[src/rtl/pmc_pkg.sv]
package pmc_pkg;
  typedef enum logic [2:0] {
    REG_CTRL    = 3'd0,
    REG_SEL     = 3'd1,
    REG_COND    = 3'd2,
    REG_CNT_LO  = 3'd3,
    REG_CNT_HI  = 3'd4,
    REG_SNAP_LO = 3'd5,
    REG_SNAP_HI = 3'd6,
    REG_INFO    = 3'd7
  } reg_addr_e;

  localparam int CTRL_EN_BIT   = 0;
  localparam int CTRL_SNAP_BIT = 1;
  localparam int SEL_W         = 8;
  localparam int CFG_W         = 8;
endpackage

[src/rtl/pmc_counter.sv]
module pmc_counter #(
  parameter int CNT_W      = 48,
  parameter int NUM_EVENTS = 16,
  parameter int CFG_W      = 8
) (
  input  logic                  clk_i,
  input  logic                  rst_ni,
  input  logic                  en_i,
  input  logic [NUM_EVENTS-1:0] event_i,
  input  logic                  cfg_we_i,
  input  logic                  lo_we_i,
  input  logic                  hi_we_i,
  input  logic [31:0]           wdata_i,
  output logic [CFG_W-1:0]      cfg_o,
  output logic [CNT_W-1:0]      cnt_o
);
  localparam int HI_W = CNT_W - 32;
  localparam logic [CNT_W-1:0] ONE = CNT_W'(1);

  logic [CFG_W-1:0] cfg_q;
  logic [CNT_W-1:0] cnt_q;
  logic             sel_evt, hit;

  // condition c selects event c-1; 0 and out-of-range never fire
  always_comb begin
    sel_evt = 1'b0;
    for (int e = 0; e < NUM_EVENTS; e++) begin
      if (cfg_q == CFG_W'(e + 1)) sel_evt = event_i[e];
    end
    hit = en_i & sel_evt;
  end

  always_ff @(posedge clk_i or negedge rst_ni) begin
    if (!rst_ni) begin
      cfg_q <= '0;
      cnt_q <= '0;
    end else begin
      if (cfg_we_i) cfg_q <= wdata_i[CFG_W-1:0];
      if (lo_we_i)      cnt_q[31:0]       <= wdata_i;
      else if (hi_we_i) cnt_q[CNT_W-1:32] <= wdata_i[HI_W-1:0];
      else if (hit)     cnt_q             <= cnt_q + ONE;
    end
  end

  assign cfg_o = cfg_q;
  assign cnt_o = cnt_q;

  assert_never_cond_R4: assert property (@(posedge clk_i) disable iff (!rst_ni)
    (!lo_we_i && !hi_we_i && cfg_q == '0) |=> $stable(cnt_q));
  assert_step_one_R3: assert property (@(posedge clk_i) disable iff (!rst_ni)
    (!lo_we_i && !hi_we_i) |=> (cnt_q == $past(cnt_q) || cnt_q == $past(cnt_q) + ONE));
  assert_gated_off_R5: assert property (@(posedge clk_i) disable iff (!rst_ni)
    (!en_i && !lo_we_i && !hi_we_i) |=> $stable(cnt_q));
  assert_wrap_zero_R8: assert property (@(posedge clk_i) disable iff (!rst_ni)
    (!lo_we_i && !hi_we_i && hit && (&cnt_q)) |=> cnt_q == '0);
  assert_write_wins_R6: assert property (@(posedge clk_i) disable iff (!rst_ni)
    lo_we_i |=> cnt_q[31:0] == $past(wdata_i));
endmodule

[src/rtl/pmc_snapshot.sv]
module pmc_snapshot #(
  parameter int CNT_W = 48
) (
  input  logic             clk_i,
  input  logic             rst_ni,
  input  logic             cap_i,
  input  logic [CNT_W-1:0] val_i,
  output logic [CNT_W-1:0] snap_o
);
  logic [CNT_W-1:0] snap_q;

  always_ff @(posedge clk_i or negedge rst_ni) begin
    if (!rst_ni)    snap_q <= '0;
    else if (cap_i) snap_q <= val_i;
  end

  assign snap_o = snap_q;

  assert_capture_R7: assert property (@(posedge clk_i) disable iff (!rst_ni)
    cap_i |=> snap_q == $past(val_i));
  assert_hold_R7: assert property (@(posedge clk_i) disable iff (!rst_ni)
    !cap_i |=> $stable(snap_q));
endmodule

[src/rtl/perf_counter_bank.sv]
module perf_counter_bank
  import pmc_pkg::*;
#(
  parameter int NUM_CNT    = 4,
  parameter int SIZE_SEL   = 1,
  parameter int NUM_EVENTS = 16
) (
  input  logic                  clk_i,
  input  logic                  rst_ni,
  input  logic                  bus_we_i,
  input  logic [2:0]            bus_addr_i,
  input  logic [31:0]           bus_wdata_i,
  output logic [31:0]           bus_rdata_o,
  input  logic [NUM_EVENTS-1:0] event_i
);
  localparam int CNT_W    = 32 + 16 * SIZE_SEL;
  localparam int HI_W     = CNT_W - 32;
  localparam int NUM_COND = NUM_EVENTS + 1;
  localparam int IDX_W    = (NUM_CNT > 1) ? $clog2(NUM_CNT) : 1;
  localparam logic [31:0] INFO_VAL =
    {8'(NUM_COND), 4'b0, 4'(SIZE_SEL), 8'(NUM_CNT), 7'b0, 1'b1};

  logic [SEL_W-1:0] sel_q;
  logic             en_q;
  logic             sel_ok;
  logic [IDX_W-1:0] sel_idx;
  logic             wr_ctrl, wr_cond, wr_lo, wr_hi, snap_cap;
  logic [CFG_W-1:0] cfg_a [NUM_CNT];
  logic [CNT_W-1:0] cnt_a [NUM_CNT];
  logic [CFG_W-1:0] sel_cfg;
  logic [CNT_W-1:0] sel_cnt, snap_val;

  assign sel_ok   = sel_q < SEL_W'(NUM_CNT);
  assign sel_idx  = sel_q[IDX_W-1:0];
  assign wr_ctrl  = bus_we_i && bus_addr_i == REG_CTRL;
  assign wr_cond  = bus_we_i && bus_addr_i == REG_COND && sel_ok;
  assign wr_lo    = bus_we_i && bus_addr_i == REG_CNT_LO && sel_ok;
  assign wr_hi    = bus_we_i && bus_addr_i == REG_CNT_HI && sel_ok;
  assign snap_cap = wr_ctrl && bus_wdata_i[CTRL_SNAP_BIT];

  always_ff @(posedge clk_i or negedge rst_ni) begin
    if (!rst_ni) begin
      sel_q <= '0;
      en_q  <= 1'b0;
    end else begin
      if (bus_we_i && bus_addr_i == REG_SEL) sel_q <= bus_wdata_i[SEL_W-1:0];
      if (wr_ctrl) en_q <= bus_wdata_i[CTRL_EN_BIT];
    end
  end

  for (genvar g = 0; g < NUM_CNT; g++) begin : g_cnt
    logic hit_sel;
    assign hit_sel = sel_idx == IDX_W'(g);

    pmc_counter #(
      .CNT_W(CNT_W), .NUM_EVENTS(NUM_EVENTS), .CFG_W(CFG_W)
    ) i_counter (
      .clk_i    (clk_i),
      .rst_ni   (rst_ni),
      .en_i     (en_q),
      .event_i  (event_i),
      .cfg_we_i (wr_cond && hit_sel),
      .lo_we_i  (wr_lo && hit_sel),
      .hi_we_i  (wr_hi && hit_sel),
      .wdata_i  (bus_wdata_i),
      .cfg_o    (cfg_a[g]),
      .cnt_o    (cnt_a[g])
    );

    assert_oob_cfg_R9: assert property (@(posedge clk_i) disable iff (!rst_ni)
      (bus_we_i && !sel_ok) |=> $stable(cfg_a[g]));
  end

  assign sel_cfg = sel_ok ? cfg_a[sel_idx] : '0;
  assign sel_cnt = sel_ok ? cnt_a[sel_idx] : '0;

  pmc_snapshot #(.CNT_W(CNT_W)) i_snapshot (
    .clk_i  (clk_i),
    .rst_ni (rst_ni),
    .cap_i  (snap_cap),
    .val_i  (sel_cnt),
    .snap_o (snap_val)
  );

  always_comb begin
    unique case (bus_addr_i)
      REG_CTRL:    bus_rdata_o = {31'b0, en_q};
      REG_SEL:     bus_rdata_o = 32'(sel_q);
      REG_COND:    bus_rdata_o = 32'(sel_cfg);
      REG_CNT_LO:  bus_rdata_o = sel_cnt[31:0];
      REG_CNT_HI:  bus_rdata_o = 32'(sel_cnt[CNT_W-1:32]);
      REG_SNAP_LO: bus_rdata_o = snap_val[31:0];
      REG_SNAP_HI: bus_rdata_o = 32'(snap_val[CNT_W-1:32]);
      default:     bus_rdata_o = INFO_VAL;
    endcase
  end

  assert_oob_snap_R9: assert property (@(posedge clk_i) disable iff (!rst_ni)
    (snap_cap && !sel_ok) |=> snap_val == '0);
  assert_ctrl_upper_R11: assert property (@(posedge clk_i) disable iff (!rst_ni)
    (bus_addr_i == REG_CTRL) |-> bus_rdata_o[31:1] == '0);
  assert_hi_width_R6: assert property (@(posedge clk_i) disable iff (!rst_ni)
    (bus_addr_i == REG_CNT_HI) |-> bus_rdata_o[31:HI_W] == '0);
endmodule

[config.mk]
export PLATFORM = sky130hd
export DESIGN_NAME = perf_counter_bank
export DESIGN_NICKNAME = d
export VERILOG_FILES = /design/src/rtl/pmc_pkg.sv /design/src/rtl/pmc_counter.sv /design/src/rtl/pmc_snapshot.sv /design/src/rtl/perf_counter_bank.sv
export SDC_FILE = /design/constraint.sdc
export NUM_CORES = 1
export LEC_CHECK = 0
export ABC_AREA = 1
export CORE_MARGIN = 3
export CORE_UTILIZATION = 35
export CTS_CLUSTER_SIZE = 25
export DETAILED_ROUTE_END_ITERATION = 7
export SKIP_CTS_REPAIR_TIMING = 1
export SYNTH_ARGS = -nofsm -noshare
export SYNTH_HDL_FRONTEND = slang
export SYNTH_SLANG_ARGS = --single-unit
export TNS_END_PERCENT = 50
[constraint.sdc]
create_clock -name clk_i -period 1.85 [get_ports clk_i]
set_input_delay 0.2775 -clock clk_i [delete_from_list [all_inputs] [get_ports clk_i]]
set_output_delay 0.2775 -clock clk_i [all_outputs]
set_load 0.1 [all_outputs]
==> results of run 1 <==
-- cells in the final DEF, fill, tap and decap left out, types with 10 or more instances in the layout --
master / instances
a21oi_1: 38
a21oi_2: 12
a22oi_1: 52
a22oi_2: 16
buf_12: 86
buf_4: 677
buf_6: 16
clkbuf_16: 41
clkdlybuf4s50_1: 52
dfrtp_1: 274
inv_1: 257
nand2_1: 1089
nand2_2: 18
nand2_4: 10
nand3_1: 263
nand3_2: 10
nand4_1: 59
nor2_1: 193
nor2_4: 23
nor3_1: 89
nor3_2: 12
nor4_1: 17
o2111ai_4: 12
o21ai_0: 242
o21ai_1: 67
o21ai_2: 14
o21ai_4: 14
o22ai_1: 14
o22ai_2: 12
xnor2_1: 50
xor2_1: 110
-- sequential cells by signal, indices dropped and copies added, names as in the netlist --
signal                 flops
i_snapshot.snap_o         48
g_cnt.i_counter.cnt_o    192
sel_q                      8
g_cnt.i_counter.cfg_o     32
en_q                       1
-- worst max-delay path, stage by stage, from the launching register on --
cell and delay, ns:
dfrtp_1 0.41, buf_4 0.17, nor2_4 0.24, buf_6 0.18, a22oi_1 0.12, a21oi_2 0.32, inv_1 0.10, o211ai_1 0.21
buf_4 0.16, buf_12 0.17
-- power by group --
part           total (mW)  switching (mW)  leakage, nW  internal (mW)
Sequential           8.10            1.01         3.83           7.09
Clock                7.68            3.15        0.613           4.53
Combinational        10.0            5.64         9.83           4.37
-- logic make-up after synthesis --
kind of cell,count (synthesis),share of synthesized area [%]
AOI/OAI and AO/OA,531,14.3
DFF,281,33.4
xor gates and xnor gates,160,6.66
and+or+nand+nor,1825,37.3
adders and majority gates,4,0.238
buffers and inverters,429,8.03
-- area by class of cell --
type / instances / area (um^2) / share of cell area (%)
diodes: 1 / 2.50 / 0.00797
clock buffers: 56 / 1130 / 3.60
clock inverters: 13 / 136 / 0.435
inverters: 271 / 1030 / 3.28
multi-input cells: 2520 / 13500 / 43.0
flip-flops and latches: 281 / 7040 / 22.4
well taps: 773 / 967 / 3.08
repair buffers: 836 / 7590 / 24.2
-- path summary, 6_finish.rpt --
| path | from | endpoint | slack [ns] |
|---|---|---|---|
| max in group asynchronous | rst_ni | g_cnt[3].i_counter.cnt_o[44]$_DFFE_PN0P_ | 1.02 |
| min in group clk_i | bus_wdata_i[0] | en_q$_DFFE_PN0P_ | 0.33 |
| worst min register to register | i_snapshot.snap_o[43]$_DFFE_PN0P_ | i_snapshot.snap_o[43]$_DFFE_PN0P_ | 0.48 |
| worst max-delay path | sel_q[1]$_DFFE_PN0P_ | bus_rdata_o[24] | -1.09 |
| worst min-delay path | rst_ni | g_cnt[1].i_counter.cnt_o[25]$_DFFE_PN0P_ | 0.16 |
| worst max register to register | sel_q[4]$_DFFE_PN0P_ | g_cnt[3].i_counter.cnt_o[11]$_DFFE_PN0P_ | -0.46 |
-- per-layer routing --
layer | routed length (um) | vias to the layer above
met5 | 12 | -
met1 | 43600 | 12007
met2 | 41600 | 1369
li1 | - | 12100
met4 | 5170 | 2
met3 | 10100 | 235
==> run_results.csv, run 1 <==
group,metric,value,unit
grt,globalRouteTotalUtil,31.0,%
finish,final_area,31400,um^2
route,vias,25713,
route,firstDrtPassIters,6,
critical_path,required,1.57,ns
route,totalWireLength,100000,um
grt,grt_pass1_vias,23400,
floorplanning,dieArea,63100,um^2
timing,relSlewSlack,58.9,%
synthesis,syn_area_per_cell,6.51,um^2
clocking,clockBufferDepth,3,
synthesis,synth_edf_count,0,
route,via_per_inst,5.41,
timing,finalHoldViolations,0,
placed_design,dpl_worst_slack,-0.609,ns
synthesis,synth_area,21000,um^2
timing,worstMarginPinSlew,0.615,ns
synthesis,synth-async-reset-ratio,100,%
grt,use_met3,5.70,%
finish,fillers,5800,
grt,grt_max_degree,69,
min_path,min_path_type,"in2async",
clocking,cts.htree.levels,2,
critical_path,cp_max_fo,6,
finish,syn_to_final_growth,49.2,%
grt,antenna_found_initial,2,
clocking,root_buffer,"clkbuf_16",
timing,max_freq,340,MHz
finish,nets,4007,
clocking,clkSlewWorstSetupHoldPaths,0.06,ns
placed_design,io_buffer_count,85,
synthesis,synth-seq-cells,281,
route,drt-initial-drc-count,3115,
placed_design,dp_hpwl,77700,um
grt,grt_pass1_wl,148000,um
timing,grt_setup_unrepaired,"true",
critical_path,worstPathArrival,2.67,ns
synthesis,synth_top_area_share,33.4,%
critical_path,cp-start-kind,"flip-flop",
synthesis,synthTopCellsByArea,"dfrtp_1, nand2_1, o21ai_0",
floorplanning,die_w,251,um
clocking,cts_buffers,39,
grt,grt.met1_usage,45.0,%
floorplanning,core,59200,um^2
grt,grt_overflow,0,
finish,drive_above_1_share,26.9,%
synthesis,syn_nets,3288,
synthesis,synth_area_leader_cell,"dfrtp_1",
floorplanning,ios,86,
critical_path,reg2regPathDepth,10,
pwr,p_leak,14.3,nW
placed_design,dp_cells,4664,
route,drc,0,
run,maxCapViolations,0,
clocking,clock_latency,0.58,ns
critical_path,worstSetupPathType,"reg2out",
finish,final_core_util,53.0,%
run_status,outcome,"finished, violations left",
placed_design,placed_area,29300,um^2
finish,layoutNonFillerInstCount,4751,
synthesis,synth_flop_cell,"dfrtp_1",
floorplanning,rows,89,
route,ant_nets,0,
pwr,pwr_density_cell,822,nW/um^2
synthesis,syn_inst,3230,
timing,fin_ws,-1.09,ns
route,wl_per_cell,21.1,um
timing,whs,0.164,ns
synthesis,synth-seq-area-share,33.4,%
timing,fin_worst_skew,0.0192,ns
synthesis,synth_cell_types,49,
grt,grt_busiest_layer,"met2",
timing,fin_setup_tns,-99.43,ns
floorplanning,die_h,251,um
timing,setup_viol,269,
clocking,cts_tree,"done",
clocking,clkSinkCount,281,
grt,use_met2,45.4,%
floorplanning,start_util,35.5,%
pwr,fin_total_pwr,25.8,mW
placed_design,finalWeightedCongestion,1.02,
synthesis,yosysMostFrequentCell,"nand2_1",
timing,min_period,2.94,ns
timing,final-max-slew-violation-count,0,
synthesis,yosysWarnings,0,
pwr,max-vdd-ir-drop,646,uV
run_status,violations,"setup timing",
critical_path,cp-end-kind,"primary output",
synthesis,yosys-top-cells-count,"nand2_1, o21ai_0, dfrtp_1",
timing,fin_crit_sh,159,%
(Power assumes the default switching activity.)
==> inputs of run 2 (changes only) <==
- TNS_END_PERCENT: 50 -> not set
==> run 2 against run 1 <==
Effect of this change: the run still ends with setup timing left; total power grew 8.3%; clock power grew 8.9%; sequential power is 0.6% higher; flip-flop and latch count is the same; via count grew 3.5%; sequential share of layout area decreased by 1.6 points; routed wire length up 6.8%; cell count up 1.8%; die area stayed put.
==> run_results.csv, run 2 (synthesized netlist as in run 1, its figures left out) <==
group,metric,value,unit
placed_design,io_buffer_count,85,
timing,fin_worst_skew,0.0257,ns
grt,grt_overflow,0,
clocking,cts_buffers,38,
floorplanning,core,59200,um^2
critical_path,r2r_start,"sel_q[6]$_DFFE_PN0P_",
finish,drive_above_1_share,33.3,%
pwr,p_leak,15.7,nW
floorplanning,rows,89,
min_path,min_path_type,"in2async",
finish,syn_to_final_growth,60.1,%
clocking,clockBufferDepth,3,
clocking,root_buffer,"clkbuf_16",
timing,min_period,2.92,ns
critical_path,required,1.57,ns
timing,fin_setup_tns,-193.10,ns
timing,finalHoldViolations,0,
route,drc,0,
clocking,clkSinkCount,281,
pwr,pwr_density_cell,829,nW/um^2
grt,grt_pass1_vias,23702,
run_status,outcome,"finished, violations left",
finish,final_cell_mix,"nand2_1, buf_4, dfrtp_1",
critical_path,cp-start-kind,"flip-flop",
clocking,clkSlewWorstSetupHoldPaths,0.06,ns
timing,final-max-slew-violation-count,0,
pwr,fin_total_pwr,27.9,mW
grt,use_met3,6.13,%
grt,grt_pass1_wl,152000,um
timing,fin_crit_sh,158,%
route,firstDrtPassIters,6,
route,totalWireLength,107000,um
finish,nets,4092,
critical_path,crit_path_end,"bus_rdata_o[12]",
timing,fin_ws,-1.07,ns
floorplanning,ios,86,
timing,max_freq,343,MHz
run_status,violations,"setup timing",
placed_design,dpl_worst_slack,-0.661,ns
grt,antenna_found_initial,6,
placed_design,dp_hpwl,78900,um
critical_path,reg2reg_slack,-0.91,ns
floorplanning,start_util,35.5,%
floorplanning,die_w,251,um
critical_path,worstPathArrival,2.64,ns
placed_design,placed_area,29600,um^2
timing,setup_viol,258,
route,drt-initial-drc-count,3271,
finish,largest_reg_flops,192,
critical_path,worstSetupPathType,"reg2out",
grt,grt.met1_usage,46.3,%
finish,final_area,33700,um^2
critical_path,cp_max_fo,7,
timing,grt_setup_unrepaired,"true",
route,ant_nets,0,
route,via_per_inst,5.50,
pwr,max-vdd-ir-drop,645,uV
placed_design,finalWeightedCongestion,1.04,
floorplanning,die_h,251,um
finish,layout_commonest_cell,"nand2_1",
critical_path,reg2regPathDepth,15,
timing,worstMarginPinSlew,0.798,ns
critical_path,r2r_end,"g_cnt[2].i_counter.cnt_o[30]$_DFFE_PN0P_",
route,wl_per_cell,22.2,um
grt,grt_max_degree,61,
floorplanning,dieArea,63100,um^2
critical_path,cp-end-kind,"primary output",
clocking,cts_tree,"done",
grt,use_met2,45.6,%
grt,globalRouteTotalUtil,31.7,%
route,vias,26620,
run,maxCapViolations,0,
grt,grt_busiest_layer,"met1",
clocking,cts.htree.levels,2,
critical_path,crit_start,"sel_q[6]$_DFFE_PN0P_",
timing,relSlewSlack,46.3,%
clocking,clock_latency,0.59,ns
## run 2: final cells by class
class                      count  area (um^2)
fill                        5524        25500
multi-input combinational   2525        14500
timing repair buffer         917         8770
sequential                   281         7040
clock buffer                  55         1110
inverter                     271         1040
tap                          773          967
clock inverter                14          264
antenna                        2         5.00
## run 2: worst min-delay path by stage
| stage | start | end | slack, ns | cells past startpoint |
|---|---|---|---|---|
| after floorplan | rst_ni | en_q$_DFFE_PN0P_ | -0.02 | 0 |
| after global placement | rst_ni | g_cnt[1].i_counter.cnt_o[19]$_DFFE_PN0P_ | 0.21 | 1 |
| after detailed placement | rst_ni | g_cnt[1].i_counter.cnt_o[20]$_DFFE_PN0P_ | 0.21 | 1 |
| after CTS | rst_ni | g_cnt[1].i_counter.cnt_o[14]$_DFFE_PN0P_ | -0.42 | 1 |
| after global routing | rst_ni | g_cnt[1].i_counter.cnt_o[12]$_DFFE_PN0P_ | 0.23 | 2 |
| final | rst_ni | g_cnt[1].i_counter.cnt_o[14]$_DFFE_PN0P_ | 0.19 | 2 |
## run 2: report_power, final
group	internal [mW]	switching [mW]	leakage, nW	total (mW)
clock network	5.17	3.19	0.679	8.36
logic	5.03	6.39	11.1	11.4
registers	7.09	1.06	3.83	8.15
total	17.3	10.6	15.7	27.9
## run 2: routing by layer
layer  share of wire [%]  vias up
met5               0.021        -
met3                  11      277
li1                    -    12297
met2                  41     1558
met1                  43    12484
met4                 5.2        4
## run 2: critical path: stages, from the launching register on
cell       delay [ns]
dfrtp_1          0.41
nor4_4           0.37
nand3_4          0.19
buf_12           0.20
buf_12           0.15
a21oi_4          0.15
inv_2            0.07
o2111ai_4        0.28
buf_12           0.22
## run 2: per-stage QoR
stage               std cells  util [%]  hold WS, ns
finish                   4838      56.9        0.189
detailed placement       4703      50.0        0.211
CTS                      4772      52.4       -0.422
floorplan                3230         -      -0.0181
global route             4836      56.9        0.231
global placement         4703      50.0        0.211
